--- src/rtl/ppsi_pkg.sv ---
package ppsi_pkg;

   // control bits that steer event qualification
   typedef struct packed {
      logic mode_en;
      logic mask;
      logic dma_en;
      logic dir_rd;
      logic flt_off;
      logic ack_en;
   } ppsi_ctl_t;

   // interrupt sources, used as bit indices of the event vector
   typedef enum logic [1:0] {
      SRC_THR = 2'd0,
      SRC_TC  = 2'd1,
      SRC_FLT = 2'd2,
      SRC_ACK = 2'd3
   } ppsi_src_e;

   localparam int unsigned PPSI_NUM_SRC = 4;

endpackage

--- src/rtl/ppsi_sync.sv ---
module ppsi_sync #(
   parameter int unsigned W       = 2,
   parameter int unsigned STAGES  = 2,
   parameter logic [W-1:0] RST_VAL = '1
) (
   input  logic         clk,
   input  logic         rst_n,
   input  logic [W-1:0] d,
   output logic [W-1:0] q
);

   logic [STAGES-1:0][W-1:0] stg;

   generate
      if (STAGES < 2) begin : g_bad_stages
         $error("ppsi_sync: STAGES must be at least 2");
      end
   endgenerate

   always_ff @(posedge clk) begin
      if (!rst_n) stg <= {STAGES{RST_VAL}};
      else        stg <= {stg[STAGES-2:0], d};
   end

   assign q = stg[STAGES-1];

endmodule

--- src/rtl/ppsi_event.sv ---
module ppsi_event import ppsi_pkg::*; #(
   parameter int unsigned DEPTH = 16,
   parameter int unsigned LVL_W = 5,
   parameter int unsigned THR_W = 4
) (
   input  logic                    clk,
   input  logic                    rst_n,
   input  ppsi_ctl_t               ctl,
   input  logic [LVL_W-1:0]        fill,
   input  logic [THR_W-1:0]        thr_code,
   input  logic                    dma_tc,
   input  logic                    fault_s,
   input  logic                    ack_s,
   output logic [PPSI_NUM_SRC-1:0] ev
);

   logic [LVL_W-1:0] thr_val;
   logic [LVL_W-1:0] free_cnt;
   logic             lvl_ok;
   logic             cond;
   logic             cond_q, mask_q, flt_q, ack_q, off_q;

   assign thr_val  = LVL_W'(thr_code) + LVL_W'(1);
   assign free_cnt = LVL_W'(DEPTH) - fill;
   assign lvl_ok   = ctl.dir_rd ? (fill >= thr_val) : (free_cnt >= thr_val);
   assign cond     = ctl.mode_en & ~ctl.dma_en & lvl_ok;

   always_ff @(posedge clk) begin
      if (!rst_n) begin
         cond_q <= 1'b0;
         mask_q <= 1'b1;
         flt_q  <= 1'b1;
         ack_q  <= 1'b1;
         off_q  <= 1'b1;
      end else begin
         cond_q <= cond;
         mask_q <= ctl.mask;
         flt_q  <= fault_s;
         ack_q  <= ack_s;
         off_q  <= ctl.flt_off;
      end
   end

   // threshold: new crossing, or condition found true on unmask
   assign ev[SRC_THR] = ctl.mode_en & ~ctl.mask & cond & (~cond_q | mask_q);
   assign ev[SRC_TC]  = ctl.mode_en & ~ctl.mask & ctl.dma_en & dma_tc;
   assign ev[SRC_FLT] = ctl.mode_en & ~ctl.flt_off & ~fault_s & (flt_q | off_q);
   assign ev[SRC_ACK] = ctl.mode_en & ctl.ack_en & ack_s & ~ack_q;

   AST_THR_ONCE: assert property (@(posedge clk) disable iff (!rst_n)
      ev[SRC_THR] |=> !ev[SRC_THR]);
   AST_UNMASK_RECHECK: assert property (@(posedge clk) disable iff (!rst_n)
      ($fell(ctl.mask) && cond) |-> ev[SRC_THR]);
   AST_DMA_NO_THR: assert property (@(posedge clk) disable iff (!rst_n)
      ctl.dma_en |-> !ev[SRC_THR]);

endmodule

--- src/rtl/ppsi_pulse.sv ---
module ppsi_pulse #(
   parameter int unsigned PULSE_CYC = 4,
   parameter int unsigned N_SRC     = 4
) (
   input  logic             clk,
   input  logic             rst_n,
   input  logic [N_SRC-1:0] ev,
   output logic             drv,
   output logic             pend
);

   localparam int unsigned CW = $clog2(PULSE_CYC + 1);

   logic          any_ev;
   logic [CW-1:0] cnt;
   logic [CW:0]   run_q;

   assign any_ev = |ev;
   assign drv    = (cnt != '0);

   always_ff @(posedge clk) begin
      if (!rst_n) begin
         cnt  <= '0;
         pend <= 1'b0;
      end else if (cnt == '0) begin
         if (any_ev || pend) begin
            cnt  <= CW'(PULSE_CYC);
            pend <= 1'b0;
         end
      end else begin
         cnt <= cnt - CW'(1);
         if (any_ev) pend <= 1'b1;
      end
   end

   // length of the current low pulse, for the width check
   always_ff @(posedge clk) begin
      if (!rst_n)   run_q <= '0;
      else if (drv) run_q <= run_q + (CW+1)'(1);
      else          run_q <= '0;
   end

   AST_PULSE_LEN: assert property (@(posedge clk) disable iff (!rst_n)
      $fell(drv) |-> (run_q == (CW+1)'(PULSE_CYC)));
   AST_EV_KEPT: assert property (@(posedge clk) disable iff (!rst_n)
      any_ev |=> (drv || pend));
   AST_PEND_RELAUNCH: assert property (@(posedge clk) disable iff (!rst_n)
      (pend && !drv) |=> (drv && !pend));

endmodule

--- src/rtl/ppfifo_svc_irq.sv ---
module ppfifo_svc_irq import ppsi_pkg::*; #(
   parameter  int unsigned FIFO_DEPTH  = 16,
   parameter  int unsigned PULSE_CYC   = 4,
   parameter  int unsigned SYNC_STAGES = 2,
   localparam int unsigned LVL_W       = $clog2(FIFO_DEPTH + 1),
   localparam int unsigned THR_W       = $clog2(FIFO_DEPTH)
) (
   input  logic             clk,
   input  logic             rst_n,
   input  logic             fifo_mode_en,
   input  logic             svc_mask,
   input  logic             dma_en,
   input  logic             dir_rd,
   input  logic             flt_irq_off,
   input  logic             ack_irq_en,
   input  logic             fault_n,
   input  logic             ack_n,
   input  logic             dma_tc,
   input  logic [LVL_W-1:0] fill_lvl,
   input  logic [THR_W-1:0] thr_code,
   input  logic             dma_req_in,
   output logic             dma_req_out,
   output logic             irq_pull_low
);

   generate
      if (FIFO_DEPTH < 2 || (FIFO_DEPTH & (FIFO_DEPTH - 1)) != 0) begin : g_bad_depth
         $error("ppfifo_svc_irq: FIFO_DEPTH must be a power of two, at least 2");
      end
      if (PULSE_CYC < 1) begin : g_bad_pulse
         $error("ppfifo_svc_irq: PULSE_CYC must be at least 1");
      end
   endgenerate

   ppsi_ctl_t                 ctl;
   logic [1:0]                pin_s;
   logic [PPSI_NUM_SRC-1:0]   ev;
   logic                      pend;

   assign ctl = '{mode_en: fifo_mode_en, mask: svc_mask, dma_en: dma_en,
                  dir_rd: dir_rd, flt_off: flt_irq_off, ack_en: ack_irq_en};

   ppsi_sync #(.W(2), .STAGES(SYNC_STAGES), .RST_VAL(2'b11)) u_sync (
      .clk   (clk),
      .rst_n (rst_n),
      .d     ({fault_n, ack_n}),
      .q     (pin_s)
   );

   ppsi_event #(.DEPTH(FIFO_DEPTH), .LVL_W(LVL_W), .THR_W(THR_W)) u_event (
      .clk      (clk),
      .rst_n    (rst_n),
      .ctl      (ctl),
      .fill     (fill_lvl),
      .thr_code (thr_code),
      .dma_tc   (dma_tc),
      .fault_s  (pin_s[1]),
      .ack_s    (pin_s[0]),
      .ev       (ev)
   );

   ppsi_pulse #(.PULSE_CYC(PULSE_CYC), .N_SRC(PPSI_NUM_SRC)) u_pulse (
      .clk   (clk),
      .rst_n (rst_n),
      .ev    (ev),
      .drv   (irq_pull_low),
      .pend  (pend)
   );

   assign dma_req_out = dma_req_in & fifo_mode_en & dma_en & ~svc_mask;

   AST_MASK_NO_DMA: assert property (@(posedge clk) disable iff (!rst_n)
      svc_mask |-> !dma_req_out);
   AST_IDLE_NO_EV: assert property (@(posedge clk) disable iff (!rst_n)
      !fifo_mode_en |-> (ev == '0));
   AST_FILL_RANGE: assert property (@(posedge clk) disable iff (!rst_n)
      fill_lvl <= LVL_W'(FIFO_DEPTH));
   AST_TC_FIRES: assert property (@(posedge clk) disable iff (!rst_n)
      (fifo_mode_en && !svc_mask && dma_en && dma_tc) |=> (irq_pull_low || pend));

endmodule

--- config.mk ---
export PLATFORM = sky130hd
export DESIGN_NAME = ppfifo_svc_irq
export DESIGN_NICKNAME = d
export VERILOG_FILES = /design/src/rtl/ppsi_pkg.sv /design/src/rtl/ppsi_sync.sv /design/src/rtl/ppsi_event.sv /design/src/rtl/ppsi_pulse.sv /design/src/rtl/ppfifo_svc_irq.sv
export SDC_FILE = /design/constraint.sdc
export NUM_CORES = 1
export LEC_CHECK = 0
export BUFFER_PORTS_ARGS = -buffer_cell sky130_fd_sc_hd__buf_2
export CAP_MARGIN = 30
export CORE_MARGIN = 2
export CORE_UTILIZATION = 45
export CTS_BUF_LIST = sky130_fd_sc_hd__clkbuf_16
export CTS_CLUSTER_SIZE = 25
export DETAILED_ROUTE_END_ITERATION = 7
export GPL_ROUTABILITY_DRIVEN = 0
export PLACE_DENSITY = 0.77
export SLEW_MARGIN = 10
export SYNTH_ARGS = -nofsm -noshare
export SYNTH_HDL_FRONTEND = slang
export SYNTH_SLANG_ARGS = --single-unit
--- constraint.sdc ---
create_clock -name clk -period 3 [get_ports clk]
set_clock_uncertainty 0.15 [all_clocks]
set_input_delay 0.6 -clock clk [delete_from_list [all_inputs] [get_ports clk]]
set_output_delay 0.6 -clock clk [all_outputs]
set_load 0.005 [all_outputs]
Yosys cells after proc, flatten, opt, wreduce, memory -nomap -nowiden
Cells that the tools add are included.
{ "word_totals": {"reg_bits": 13, "inputBits": 21, "output_inout_bits": 2, "word_cells": 51} }
{ "classes": {"n_addsub": 3, "order_cmp": 2, "eq_ne": 1, "muxes": 6, "bitwise_logic": 24, "reduce_logical": 6} }
{ "ops": {"columns": ["op", "count"], "rows": [
  ["$and A1 B1 Y1", 16],
  ["$ge A5 B5 Y1", 2],
  ["$mux W3", 2],
  ["$not A1 Y1", 6],
  ["$add A4 B1 Y5 const B", 1],
  ["$sub A5 B5 Y5 const A", 1],
  ["$mux W1", 4],
  ["$reduce_or A4 Y1", 1],
  ["$logic_not A3 Y1", 1],
  ["$reduce_bool A3 Y1", 1],
  ["$sub A3 B1 Y3 const B", 1],
  ["$ne A2 B2 Y1 const B", 1],
  ["$or A1 B1 Y1", 2],
  ["$reduce_and A2 Y1", 1],
  ["$reduce_bool A2 Y1", 1],
  ["$logic_or A1 B1 Y1", 1]
]} }

Longest topological paths before layout
{ "depth": {"word_depth": 10, "mapped_depth": 10, "mapped_depth_nobuf": 10} }

Hierarchy
From an unflattened synthesis, not the netlist that was laid out.
{ "hier_totals": {"cells_unflattened": 82, "hier_area_um2": 747.0} }
{ "by_module_without_submodules": {"columns": ["module", "instances", "cells_each", "area_each_um2", "seq_area_each_um2"], "rows": [
  ["ppsi_event", 1, 54, 460.4, 100.1],
  ["ppsi_pulse", 1, 17, 156.4, 80.1],
  ["ppsi_sync", 1, 10, 120.1, 80.1],
  ["ppfifo_svc_irq", 1, 1, 10.0, 0.0]
]} }

Worst setup path after synthesis
OpenSTA, ideal clock, no wires.
{ "synth_path": {"kind": "in2reg", "start": "input port fill_lvl[0]", "end": "register u_pulse.cnt[2]", "setup_time_ns": 0.072, "arrival_ns": 2.257, "path_slack_ns": 0.522, "stages": 8, "path_buffers": 0, "path_cell_list": "inv_1 -> ha_1 -> ha_1 -> a21oi_1 -> maj3_2 -> o22a_2 -> o31ai_1 -> mux2i_1"} }
{ "synth_between": {"elab_chain_len": 9, "word_cells_on_any_way": 10, "classes_between": "1 x add/sub; 2 x order compare; 1 x eq/ne; 1 x mux; 3 x bitwise; 2 x reduce/logical"} }
{ "synth_rtl": {"columns": ["element", "line", "source"], "rows": [
  ["from (decl)", "ppfifo_svc_irq.sv:19", "input logic [LVL_W-1:0] fill_lvl,"],
  ["$sub A5 B5 Y5", "ppsi_event.sv:24", "assign free_cnt = LVL_W'(DEPTH) - fill;"],
  ["$ge A5 B5 Y1", "ppsi_event.sv:25", "assign lvl_ok = ctl.dir_rd ? (fill >= thr_val) : (free_cnt >= thr_val);"],
  ["$mux W1 (*)", "ppsi_event.sv:25", null],
  ["$and A1 B1 Y1 (*)", "ppsi_event.sv:26", "assign cond = ctl.mode_en & ~ctl.dma_en & lvl_ok;"],
  ["$and A1 B1 Y1 (*) (2 in series)", "ppsi_event.sv:45", "assign ev[SRC_THR] = ctl.mode_en & ~ctl.mask & cond & (~cond_q | mask_q);"],
  ["$reduce_or A4 Y1 (*)", "ppsi_pulse.sv:18", "assign any_ev = |ev;"],
  ["$logic_or A1 B1 Y1 (*)", "ppsi_pulse.sv:26", "if (any_ev || pend) begin"],
  ["$ne A2 B2 Y1 (no source line) (*)", null, null],
  ["to (signal assigned)", "ppsi_pulse.sv:27", "cnt <= CW'(PULSE_CYC);"],
  ["to (signal assigned)", "ppsi_pulse.sv:31", "cnt <= cnt - CW'(1);"],
  ["to (decl)", "ppsi_pulse.sv:15", "logic [CW-1:0] cnt;"]
]} }
Mark *: on every way between the ends. The rest lies on a longest branch, timed or not.
A chain may end at the register's enable or synchronous reset.

Worst setup path after layout
{ "layout_path": {"start": "input port fill_lvl[0]", "end": "register u_pulse.cnt[0]"} }
Same word-level chain as after synthesis.

==> summary.json <==
{
  "min_path": {
    "hold-path-cell-count": 1,
    "hold_end": "u_sync.q[1]",
    "timing.hold.worst.class": "reg2reg",
    "holdCritStartpoint": "u_sync.stg[1]"
  },
  "global_route": {
    "grt_first_pass_wirelength_microns": 2450,
    "antenna_found_initial": 0,
    "grt_max_degree": 16,
    "vias_in_the_first_global_route": 670,
    "global_route.overflow_total": 0,
    "grt_usage_pct": 16.1
  },
  "cells_and_area": {
    "mostFrequentLayoutCells": "sky130_fd_sc_hd__buf_2, sky130_fd_sc_hd__dfxtp_1, sky130_fd_sc_hd__nand2b_1",
    "area_growth_pct": 26.6,
    "finalInstanceArea_sq_um": 983,
    "antennaDiodeCount": 0,
    "final_core_utilization_pct": 58.9,
    "final_common_cell": "sky130_fd_sc_hd__buf_2",
    "nNetsFinal": 143,
    "final-instance-count-excl-fill": 130,
    "fraction_of_final_layout_cells_with_drive_strength_greater_than_1_pct": 29.2
  },
  "critical_path": {
    "critPathTopFamily": "adder cells",
    "critical_path.most_common_cell": "sky130_fd_sc_hd__ha_1",
    "timing.rr.end": "u_pulse.cnt[1]",
    "timing.reg2reg.worst_path_depth": 5,
    "crit_slowest_cell": "sky130_fd_sc_hd__o31ai_1",
    "worst_r2r_startpoint": "u_event.cond_q",
    "worst_path_largest_cell_delay_ns": 0.34,
    "cp.arrival_ns": 2.39,
    "critical_path.n_buffers_inverters": 2,
    "worstSetupEndpointType": "flip-flop",
    "worst-setup-path-type": "in2reg",
    "timing.reg2reg.setup_slack_ns": 1.52,
    "critPathLaunchType": "primary input",
    "critical_path_peak_fanout": 4,
    "timing.critical_path.cells": "buf_2, inv_1, ha_1, ha_1, a21oi_1, maj3_2, o22a_2, o31ai_1, o21ai_0",
    "worst_ep_required_time_ns": 2.95
  },
  "clocking": {
    "clkLatencyLatePin_ns": 0.24,
    "cts-hold-fix-buffers": 0,
    "cts_tree": "done",
    "clock_buffer_count_from_cts": 3,
    "clock-root-buffer": "sky130_fd_sc_hd__clkbuf_16",
    "htreeDepth": 1,
    "number_of_buffers_added_for_setup_after_cts": 0,
    "clkTransAtPathRegs_ns": 0.04,
    "post_cts_resized": 0,
    "clk_path_buf_depth": 2,
    "clock-sinks": 13
  },
  "detailed_routing": {
    "totalWireLength_microns": 1420,
    "antenna_violating_nets_post_route": 0,
    "initialDrtViolationCount": 5,
    "drc_violation_count_after_routing": 0,
    "num_vias": 667,
    "drt-wirelength-per-cell_microns": 10.9,
    "route.detailed.vias_per_inst": 5.13,
    "drt_pre_antenna_iters": 4
  },
  "logic_synthesis": {
    "syn-cell-area_sq_um": 777,
    "netlist_instances": 88,
    "yosys_register_bits": 13,
    "synth_cell_types": 30,
    "synth_top_cell_by_area": "sky130_fd_sc_hd__dfxtp_1",
    "yosys_warnings": 0,
    "synthesis.nets": 117,
    "synth_top_cells_by_area": "sky130_fd_sc_hd__dfxtp_1, sky130_fd_sc_hd__ha_1, sky130_fd_sc_hd__nand2b_1",
    "fraction_of_the_yosys_area_taken_by_sequential_cells_pct": 33.5,
    "syn_avg_cell_area_sq_um": 8.83,
    "netlist.area_leader.share_pct": 33.5
  },
  "floorplanning": {
    "core_region_sq_mm": 0.00167,
    "chipHeight_microns": 45.6,
    "num_io_pins": 23,
    "num_rows": 15,
    "die_area_sq_mm": 0.00208,
    "initial_core_util_pct": 46.5,
    "die_w_microns": 45.6
  },
  "timing": {
    "holdWs_ns": 0.258,
    "rsz_0062_raised_after_global_routing": "no",
    "hold_violations": 0,
    "worst_slew_pin_slew_ns": 0.385,
    "timing.final.setup_violations": 0,
    "finalMaxSlewViolations": 0,
    "timing.setup.tns_ns": 0,
    "max-slew-margin-rel_pct": 74.1,
    "timing.fmax_ghz": 0.410,
    "finalCritPeriodShare_pct": 81.3,
    "timing.final.crit_period_ns": 2.44
  },
  "placement": {
    "placedCellCount": 126,
    "numPortBuffers": 22,
    "postPlaceCellArea_sq_um": 905,
    "detailed_placer_s_ending_hpwl_microns": 1170
  },
  "outcome": {
    "result_of_the_run": "finished clean"
  },
  "power_and_ir_drop": {
    "peakVddDrop_v": 0.000682,
    "p_leak_nw": 0.464,
    "powerDensity_mw_per_mm2": 635
  },
  "run": {
    "maxCapViolCount": 0
  }
}
==> synth_stat cells (all sizes together) <==
cell type	count
or2	2
a21oi	2
o31a	1
and2	1
nor2	5
o32ai	1
a311oi	2
o32a	1
o22a	1
nor2b	2
and3	2
xnor2	3
nand2	7
dfxtp	13
maj3	1
xor2	2
o21ai	4
o31ai	2
a31o	1
a221oi	1
nor3	2
nand2b	10
mux2i	2
inv	9
nand3	2
ha	8
clkbuf	1
==> logic make-up (layout without fill, tap and decap cells) <==
family | after synthesis | in the layout | share of synthesized area (%)
simple gates | 33 | 33 | 22.1
compound gates | 16 | 16 | 15.1
flops | 13 | 13 | 33.5
buf+inv | 10 | 35 | 4.83
fa+ha+maj | 9 | 9 | 14.3
xor+xnor | 5 | 5 | 7.57
mux | 2 | 2 | 2.58
==> how the worst max path moves through the flow <==
stage | startpoint | end | slack [ns] | depth (start not counted)
global placement | thr_code[0] | u_pulse.cnt[0] | 0.35 | 9
detailed placement | fill_lvl[0] | u_pulse.cnt[2] | 0.31 | 9
finish | fill_lvl[0] | u_pulse.cnt[0] | 0.56 | 9
CTS | fill_lvl[0] | u_pulse.cnt[0] | 0.55 | 9
floorplan | fill_lvl[0] | u_pulse.cnt[2] | 0.52 | 8
global route | fill_lvl[0] | u_pulse.cnt[0] | 0.43 | 11
==> worst register-to-register path, stage by stage (launching register included) <==
cell	delay [ns]
sky130_fd_sc_hd__dfxtp_1	0.29
sky130_fd_sc_hd__inv_1	0.04
sky130_fd_sc_hd__o21ai_0	0.15
sky130_fd_sc_hd__or2_2	0.32
sky130_fd_sc_hd__o32a_1	0.31
sky130_fd_sc_hd__mux2i_1	0.12
==> stage by stage <==
step	power (mW)	setup slack (ns)
2_1_floorplan	0.334	0.522
3_3_place_gp	0.379	0.347
3_5_place_dp	0.388	0.310
4_1_cts	0.635	0.548
5_1_grt	0.671	0.433
6_report	0.625	0.560
==> routing by layer <==
| metal | share of wire, % | vias to the layer above | global-route usage, % |
|---|---|---|---|
| li1 | - | 355 | - |
| met3 | 4.4 | 0 | 7.14 |
| met4 | 0 | 0 | 3.53 |
| met5 | 0 | - | 0 |
| met2 | 52 | 10 | 30.1 |
| met1 | 44 | 302 | 16.1 |
==> sequential cells by signal, indices dropped and copies added, names as in the netlist <==
register and cells:
u_sync.stg 2, u_pulse.pend 1, u_event.ack_q 1, u_event.off_q 1, u_event.cond_q 1, u_sync.q 2, u_event.mask_q 1, u_pulse.cnt 3
u_event.flt_q 1
==> cell type report <==
| type | instances | area, sq um |
|---|---|---|
| Clock inverter | 1 | 3.75 |
| Sequential cell | 13 | 260 |
| Inverter | 9 | 33.8 |
| Multi-Input combinational cell | 65 | 479 |
| Fill cell | 158 | 687 |
| Tap cell | 17 | 21.3 |
| Clock buffer | 3 | 75.1 |
| Timing Repair Buffer | 22 | 110 |
==> report_power, final <==
| group | leakage, nW | total, mW | internal, mW | switching (mW) |
|---|---|---|---|---|
| logic | 0.315 | 0.176 | 0.0922 | 0.0840 |
| registers | 0.107 | 0.207 | 0.195 | 0.0125 |
| clock network | 0.0423 | 0.241 | 0.175 | 0.0661 |
Power figures use the tool's default switching activity.
